**src/rtl/dsc_pkg.sv**
```systemverilog
package dsc_pkg;
  // control-to-datapath strobes
  typedef struct packed {
    logic clr;      // clear this cycle
    logic ld;       // load preset this cycle
    logic inc;      // count up this cycle
    logic dec;      // count down this cycle
    logic upHigh;   // delayed synchronized up strobe level
    logic downHigh; // delayed synchronized down strobe level
  } dscCtrl_t;
endpackage

```
**src/rtl/dsc_edge_sync.sv**
```systemverilog
module dsc_edge_sync #(
  parameter int STAGES = 2
) (
  input  logic clk,
  input  logic rstN,
  input  logic asyncIn,
  output logic rise,
  output logic levelDly
);
  logic [STAGES:0] chain;

  always_ff @(posedge clk or negedge rstN) begin
    if (!rstN) chain <= '1;   // idle-high strobes
    else       chain <= {chain[STAGES-1:0], asyncIn};
  end

  assign rise     = chain[STAGES-1] & ~chain[STAGES];
  assign levelDly = chain[STAGES];
endmodule

```
**src/rtl/dsc_ctrl.sv**
```systemverilog
module dsc_ctrl
  import dsc_pkg::*;
#(
  parameter int SYNC_STAGES = 2
) (
  input  logic     clk,
  input  logic     rstN,
  input  logic     upStrobe,
  input  logic     downStrobe,
  input  logic     loadN,
  input  logic     clear,
  output dscCtrl_t ctrlBus,
  output logic [1:0] riseVec
);
  localparam int NUM_STROBES = 2;

  logic [NUM_STROBES-1:0] strobeIn;
  logic [NUM_STROBES-1:0] levelVec;

  assign strobeIn = {downStrobe, upStrobe};

  for (genvar i = 0; i < NUM_STROBES; i++) begin : g_sync
    dsc_edge_sync #(.STAGES(SYNC_STAGES)) u_sync (
      .clk     (clk),
      .rstN    (rstN),
      .asyncIn (strobeIn[i]),
      .rise    (riseVec[i]),
      .levelDly(levelVec[i])
    );
  end

  logic busy;
  assign busy = clear | ~loadN;

  always_comb begin
    ctrlBus          = '0;
    ctrlBus.clr      = clear;
    ctrlBus.ld       = ~loadN & ~clear;
    ctrlBus.inc      = ~busy & riseVec[0] & ~riseVec[1];
    ctrlBus.dec      = ~busy & riseVec[1] & ~riseVec[0];
    ctrlBus.upHigh   = levelVec[0];
    ctrlBus.downHigh = levelVec[1];
  end

  // a load suppresses both count steps
  p_load_blocks_r3: assert property (@(posedge clk) disable iff (!rstN)
    !loadN |-> !(ctrlBus.inc || ctrlBus.dec));
endmodule

```
**src/rtl/dsc_datapath.sv**
```systemverilog
module dsc_datapath
  import dsc_pkg::*;
#(
  parameter int WIDTH = 4
) (
  input  logic             clk,
  input  logic             rstN,
  input  dscCtrl_t         ctrlBus,
  input  logic [WIDTH-1:0] presetVal,
  output logic [WIDTH-1:0] count,
  output logic             carryN,
  output logic             borrowN
);
  localparam logic [WIDTH-1:0] TOP_VAL = '1;
  localparam logic [WIDTH-1:0] ONE_VAL = WIDTH'(1);

  logic [WIDTH-1:0] countNext;

  always_comb begin
    countNext = count;
    if (ctrlBus.clr)      countNext = '0;
    else if (ctrlBus.ld)  countNext = presetVal;
    else if (ctrlBus.inc) countNext = count + ONE_VAL;
    else if (ctrlBus.dec) countNext = count - ONE_VAL;
  end

  always_ff @(posedge clk or negedge rstN) begin
    if (!rstN) count <= '0;
    else       count <= countNext;
  end

  assign carryN  = ~((count == TOP_VAL) & ~ctrlBus.upHigh);
  assign borrowN = ~((count == '0)      & ~ctrlBus.downHigh);

  p_clear_r4: assert property (@(posedge clk) disable iff (!rstN)
    ctrlBus.clr |=> count == '0);
  p_load_r3: assert property (@(posedge clk) disable iff (!rstN)
    ctrlBus.ld |=> count == $past(presetVal));
  p_inc_r1: assert property (@(posedge clk) disable iff (!rstN)
    ctrlBus.inc |=> count == WIDTH'($past(count) + ONE_VAL));
  p_dec_r2: assert property (@(posedge clk) disable iff (!rstN)
    ctrlBus.dec |=> count == WIDTH'($past(count) - ONE_VAL));
endmodule

```
**src/rtl/dual_strobe_counter.sv**
```systemverilog
module dual_strobe_counter
  import dsc_pkg::*;
#(
  parameter int WIDTH       = 4,
  parameter int SYNC_STAGES = 2
) (
  input  logic             clk,
  input  logic             rstN,
  input  logic             upStrobe,
  input  logic             downStrobe,
  input  logic             loadN,
  input  logic             clear,
  input  logic [WIDTH-1:0] presetVal,
  output logic [WIDTH-1:0] count,
  output logic             carryN,
  output logic             borrowN
);
  dscCtrl_t   ctrlBus;
  logic [1:0] riseVec;

  dsc_ctrl #(.SYNC_STAGES(SYNC_STAGES)) u_ctrl (
    .clk(clk), .rstN(rstN), .upStrobe(upStrobe), .downStrobe(downStrobe),
    .loadN(loadN), .clear(clear), .ctrlBus(ctrlBus), .riseVec(riseVec)
  );

  dsc_datapath #(.WIDTH(WIDTH)) u_dp (
    .clk(clk), .rstN(rstN), .ctrlBus(ctrlBus), .presetVal(presetVal),
    .count(count), .carryN(carryN), .borrowN(borrowN)
  );

  p_hold_r7: assert property (@(posedge clk) disable iff (!rstN)
    (riseVec == 2'b11 && loadN && !clear) |=> $stable(count));
  p_carry_wrap_r5: assert property (@(posedge clk) disable iff (!rstN)
    ($rose(carryN) && $past(ctrlBus.inc)) |-> count == '0);
  p_borrow_wrap_r6: assert property (@(posedge clk) disable iff (!rstN)
    ($rose(borrowN) && $past(ctrlBus.dec)) |-> count == '1);
endmodule

```
**config.mk**
```make
export PLATFORM = sky130hd
export DESIGN_NAME = dual_strobe_counter
export DESIGN_NICKNAME = d
export VERILOG_FILES = /design/src/rtl/dsc_pkg.sv /design/src/rtl/dsc_edge_sync.sv /design/src/rtl/dsc_ctrl.sv /design/src/rtl/dsc_datapath.sv /design/src/rtl/dual_strobe_counter.sv
export SDC_FILE = /design/constraint.sdc
export NUM_CORES = 1
export LEC_CHECK = 0
export ABC_AREA = 0
export BUFFER_PORTS_ARGS = -buffer_cell sky130_fd_sc_hd__buf_2
export CELL_PAD_IN_SITES_DETAIL_PLACEMENT = 1
export CELL_PAD_IN_SITES_GLOBAL_PLACEMENT = 2
export CORE_ASPECT_RATIO = 1.25
export CORE_MARGIN = 4
export CORE_UTILIZATION = 31
export DETAILED_ROUTE_END_ITERATION = 10
export GPL_ROUTABILITY_DRIVEN = 0
export PLACE_DENSITY = 0.73
export SYNTH_ARGS = -nofsm -noshare
export SYNTH_HDL_FRONTEND = slang
export SYNTH_SLANG_ARGS = --single-unit
```
**constraint.sdc**
```tcl
create_clock -name clk -period 5.2 [get_ports clk]
set_clock_uncertainty 0.2 [all_clocks]
set_input_delay 1.04 -clock clk [delete_from_list [all_inputs] [get_ports clk]]
set_output_delay 1.04 -clock clk [all_outputs]
set_load 0.02 [all_outputs]
```
# Word level (Yosys, flattened, before mapping)
# Index checks and enable logic that the tools add are counted.
classes:
  eq_ne: 1
  mux: 4
  bitwise: 19
  n_reduce_logical: 2
  add_sub_neg: 2
op_table:
  columns: ["op", "n"]
  rows:
  - ["$mux W4", 4]
  - ["$and A1 B1 Y1", 9]
  - ["$not A1 Y1", 9]
  - ["$add A4 B1 Y4 const B", 1]
  - ["$eq A4 B4 Y1 const B", 1]
  - ["$logic_not A4 Y1", 1]
  - ["$reduce_bool A4 Y1", 1]
  - ["$sub A4 B1 Y4 const B", 1]
  - ["$or A1 B1 Y1", 1]
word_totals:
  wordCells: 31
  ff_bits: 10
  in_bits: 10
  output_inout_bits: 6

# Depth between registers and ports, before layout
logic_depth:
  word_depth: 9
  ltp_mapped: 8
  depth_no_buf: 8

# Modules after synthesis
# Synthesis repeated with hierarchy kept, for this count alone.
hier_totals:
  cells_unflattened: 55
  hier_area_um2: 596.8
by_module_without_submodules:
  columns: ["module", "n_inst", "area_per_inst_um2", "seq_area_each_um2", "cells_per_inst"]
  rows:
  - ["dsc_datapath", 1, 375.4, 100.1, 43]
  - ["dsc_edge_sync", 2, 92.6, 78.8, 4]
  - ["dsc_ctrl", 1, 36.3, 0.0, 4]

# Least setup slack after synthesis
# OpenSTA, ideal clock, no wires.
synth_path:
  kind: "in2reg"
  startpoint: "input port clear"
  endpoint: "register u_dp.count[3]"
  setup_slack_ps: 2474
  n_path_buf: 0
  required_time_ps: 4873
  setup_time_ps: 127
  path_stages: 7
  arrival_ps: 2399
  cell_sequence: "nand2b_1 or2_2 ha_1 a21oi_1 a211o_2 o2111ai_1 nor3_1"
synth_via:
  elab_chain_cells: 7
  elab_cells_between_ends: 12
  classes_between: "mux: 3; bitwise: 8; reduce/logical: 1"
synth_lines:
  columns: ["item", "line", "source"]
  rows:
  - ["start, declared", "dual_strobe_counter.sv:12", "input logic clear,"]
  - ["$or A1 B1 Y1", "dsc_ctrl.sv:33", "assign busy = clear | ~loadN;"]
  - ["$not A1 Y1", "dsc_ctrl.sv:39, dsc_ctrl.sv:40", null]
  - ["$and A1 B1 Y1 (2 in series)", "dsc_ctrl.sv:39", "ctrlBus.inc = ~busy & riseVec[0] & ~riseVec[1];"]
  - ["$mux W4", "dsc_datapath.sv:23", "else if (ctrlBus.inc) countNext = count + ONE_VAL;"]
  - ["$mux W4", "dsc_datapath.sv:22", "else if (ctrlBus.ld) countNext = presetVal;"]
  - ["$mux W4", "dsc_datapath.sv:21", "if (ctrlBus.clr) countNext = '0;"]
  - ["end signal, assigned", "dsc_datapath.sv:29", "else count <= countNext;"]
  - ["end, declared", "dsc_datapath.sv:10", "output logic [WIDTH-1:0] count,"]
# Parallel ways exist; a longest one is shown, timed or not.
# A chain may end at the register's enable or synchronous reset.

# Worst setup path after layout
# Same ends and word-level chain as after synthesis.

==> flow_summary.json <==
{
  "grt_usage": 0.116,
  "tightest_slew_ns": 0.304,
  "synth-main-ff-cell": "dfstp_2",
  "synth_top_cell_area_share": 0.283,
  "period_needed_ns": 2.83,
  "holdPathStages": 0,
  "period_share": 0.545,
  "cp_data_arrival_time_ns": 2.77,
  "wl_met2_um": 566,
  "fp.dieH_um": 55.4,
  "rr_startpoint": "u_ctrl.g_sync[0].u_sync.chain[1]",
  "async_flop_share": 1.00,
  "finalMaxSlewViolations": 0,
  "wire_per_inst_um": 13.5,
  "synth.area.mux_share": 0.0359,
  "grt_max_degree": 11,
  "htree_levels": 1,
  "clk_pin_slew_ns": 0.06,
  "min_path_type": "flop to flop",
  "cellLeakagePower_nw": 0.304,
  "clk_path_buf_depth": 2,
  "synth_edf_count": 0,
  "antenna_found_initial": 0,
  "cts_setup_buffers": 0,
  "maxCapViolations": 0,
  "ctsHoldBuffers": 0,
  "ys_ff_latch": 10,
  "fp-row-count": 16,
  "hold_violations": 0,
  "route.detailed.drc": 0,
  "fillers": 199,
  "diodes": 0,
  "drive_gt1_frac": 0.493,
  "synth_compound_area_frac": 0.101,
  "area_delta_synth_final_pct": 24.0,
  "vias": 431,
  "critPathMaxFanout": 4,
  "numPortBuffers": 15,
  "synth_top_family_by_area": "simple AND/OR/NAND/NOR gates",
  "wl_met3_um": 78,
  "critPathCaptureType": "flop",
  "viasPerCell": 5.07,
  "seq_area_frac_synth": 0.462,
  "clk_latency_ns": 0.26,
  "finalPower_mw": 0.205,
  "slew_headroom": 0.795,
  "antenna_left": 0,
  "cts_tree": "done",
  "grt_pass1_wl_um": 2090,
  "rsz0062_at_grt": "no",
  "cp-start-kind": "input pin",
  "clkSinkCount": 10,
  "ir_worst_vdd_v": 0.000147,
  "min_to": "u_ctrl.g_sync[0].u_sync.chain[1]",
  "ys_warn_count": 0,
  "highest_layer": "met4",
  "avgSynthCellArea_um2": 11.6,
  "setup_tns_ns": 0,
  "yosys.area_share.simple": 0.240,
  "synth_xor_area_frac": 0.0807,
  "grt_overflow": 0,
  "ys_top_cells_by_count": "dfstp_2 (6), nand2_1 (5), nor2_1 (5)",
  "routed_wl_um": 1150,
  "grt_pass1_vias": 469,
  "dieArea_um2": 2550,
  "fmax_mhz": 353,
  "synth.distinct_cells": 26,
  "reg2reg_depth": 8,
  "hp-start": "u_ctrl.g_sync[0].u_sync.chain[0]",
  "synth_fp_nets": 61,
  "met1_length_um": 478,
  "setup_viol": 0,
  "first_pass_iters": 2,
  "yosysTopAreaCell": "dfstp_2",
  "core-area_um2": 1640,
  "drt_iter0_drc": 5,
  "rr_endpoint": "u_dp.count[3]",
  "synth.most_common_cell": "dfstp_2",
  "io_pins": 16,
  "path_class": "input pin to flop",
  "synthAdderAreaFrac": 0.0807,
  "regToRegSetupSlack_ns": 2.66,
  "synthTopCellsByArea": "dfstp_2 (28%), dfrtp_1 (18%), xnor2_4 (4.9%), ha_1 (4.5%), fa_1 (3.6%)",
  "required_ns": 5.14,
  "cts_resized": 0,
  "start_util": 0.340,
  "status": "complete, no violations",
  "fp.dieW_um": 46.0,
  "syn-cell-area_um2": 558,
  "synth_cells": 48,
  "dp_hpwl_um": 946,
  "cts_buffers": 3,
  "power_density_nw_per_um2": 297,
  "clock_tree.root_cell": "clkbuf_4",
  "fin_nets": 81
}
-- worst max-delay path: stages --
cell and delay, ns:
buf_2 0.12, nand2b_1 0.18, or2_2 0.35, ha_1 0.33
a21oi_1 0.24, nand2_1 0.12, nor4_1 0.30, nor3_1 0.08
-- per-stage QoR --
stage	util	hold slack, ns	std cells	setup WS (ns)	cell area (µm²)
2_1_floorplan	-	0.145	48	2.47	558
3_3_place_gp	0.399	0.146	81	2.17	656
3_5_place_dp	0.399	0.147	81	2.12	656
4_1_cts	0.421	0.157	85	2.36	692
5_1_grt	0.421	0.158	85	2.28	692
6_report	0.421	0.156	85	2.37	692
-- cell usage in the layout (no fill, tap or decap), types with 2 or more instances in the layout --
cell / count
dfrtp_1: 4
clkbuf_4: 3
dfstp_2: 6
nor3_1: 2
nor2_1: 5
ha_1: 2
or2_2: 2
nand2b_1: 2
nand2_1: 5
buf_2: 15
o21ai_0: 2
mux2i_1: 2
-- how the worst max path moves through the flow --
stage,startpoint,to,cells past startpoint
after global placement,clear,u_dp.count[3],8
after CTS,clear,u_dp.count[3],8
after detailed placement,clear,u_dp.count[3],8
after global routing,clear,u_dp.count[3],8
after floorplan,clear,u_dp.count[3],7
final,clear,u_dp.count[3],8
-- flip-flops by register name, indices dropped and copies added (netlist names) --
name / cells
u_ctrl.g_sync.u_sync.chain: 6
u_dp.count: 4
-- power by group --
| part | internal, mW | total [mW] | switching [mW] |
|---|---|---|---|
| Sequential | 0.0852 | 0.0920 | 0.00682 |
| Combinational | 0.0207 | 0.0457 | 0.0250 |
| Clock | 0.0425 | 0.0677 | 0.0253 |
| Total | 0.148 | 0.205 | 0.0571 |
-- per-layer routing --
metal	vias up	global-route usage
met5	-	0
met3	2	0.0292
met2	13	0.171
met1	206	0.139
li1	210	-
met4	0	0.0854
-- final cells by class --
| cell class | count | area, µm² | area share |
|---|---|---|---|
| multi-input combinational | 38 | 300 | 0.434 |
| clock buffer | 4 | 36.3 | 0.0524 |
| timing repair buffer | 15 | 75.1 | 0.108 |
| sequential | 10 | 258 | 0.373 |
| tap | 18 | 22.5 | 0.0325 |
-- cells by family (layout without fill, tap and decap cells) --
group,after synthesis,count (layout)
AO/OA/AOI/OAI,7,7
XOR/XNOR,3,3
adder cells (fa/ha/maj),3,3
buffers and inverters,0,19
flip-flops,10,10
multiplexers,2,2
AND/OR/NAND/NOR,23,23
No activity file was read; power rests on OpenSTA's default activity.
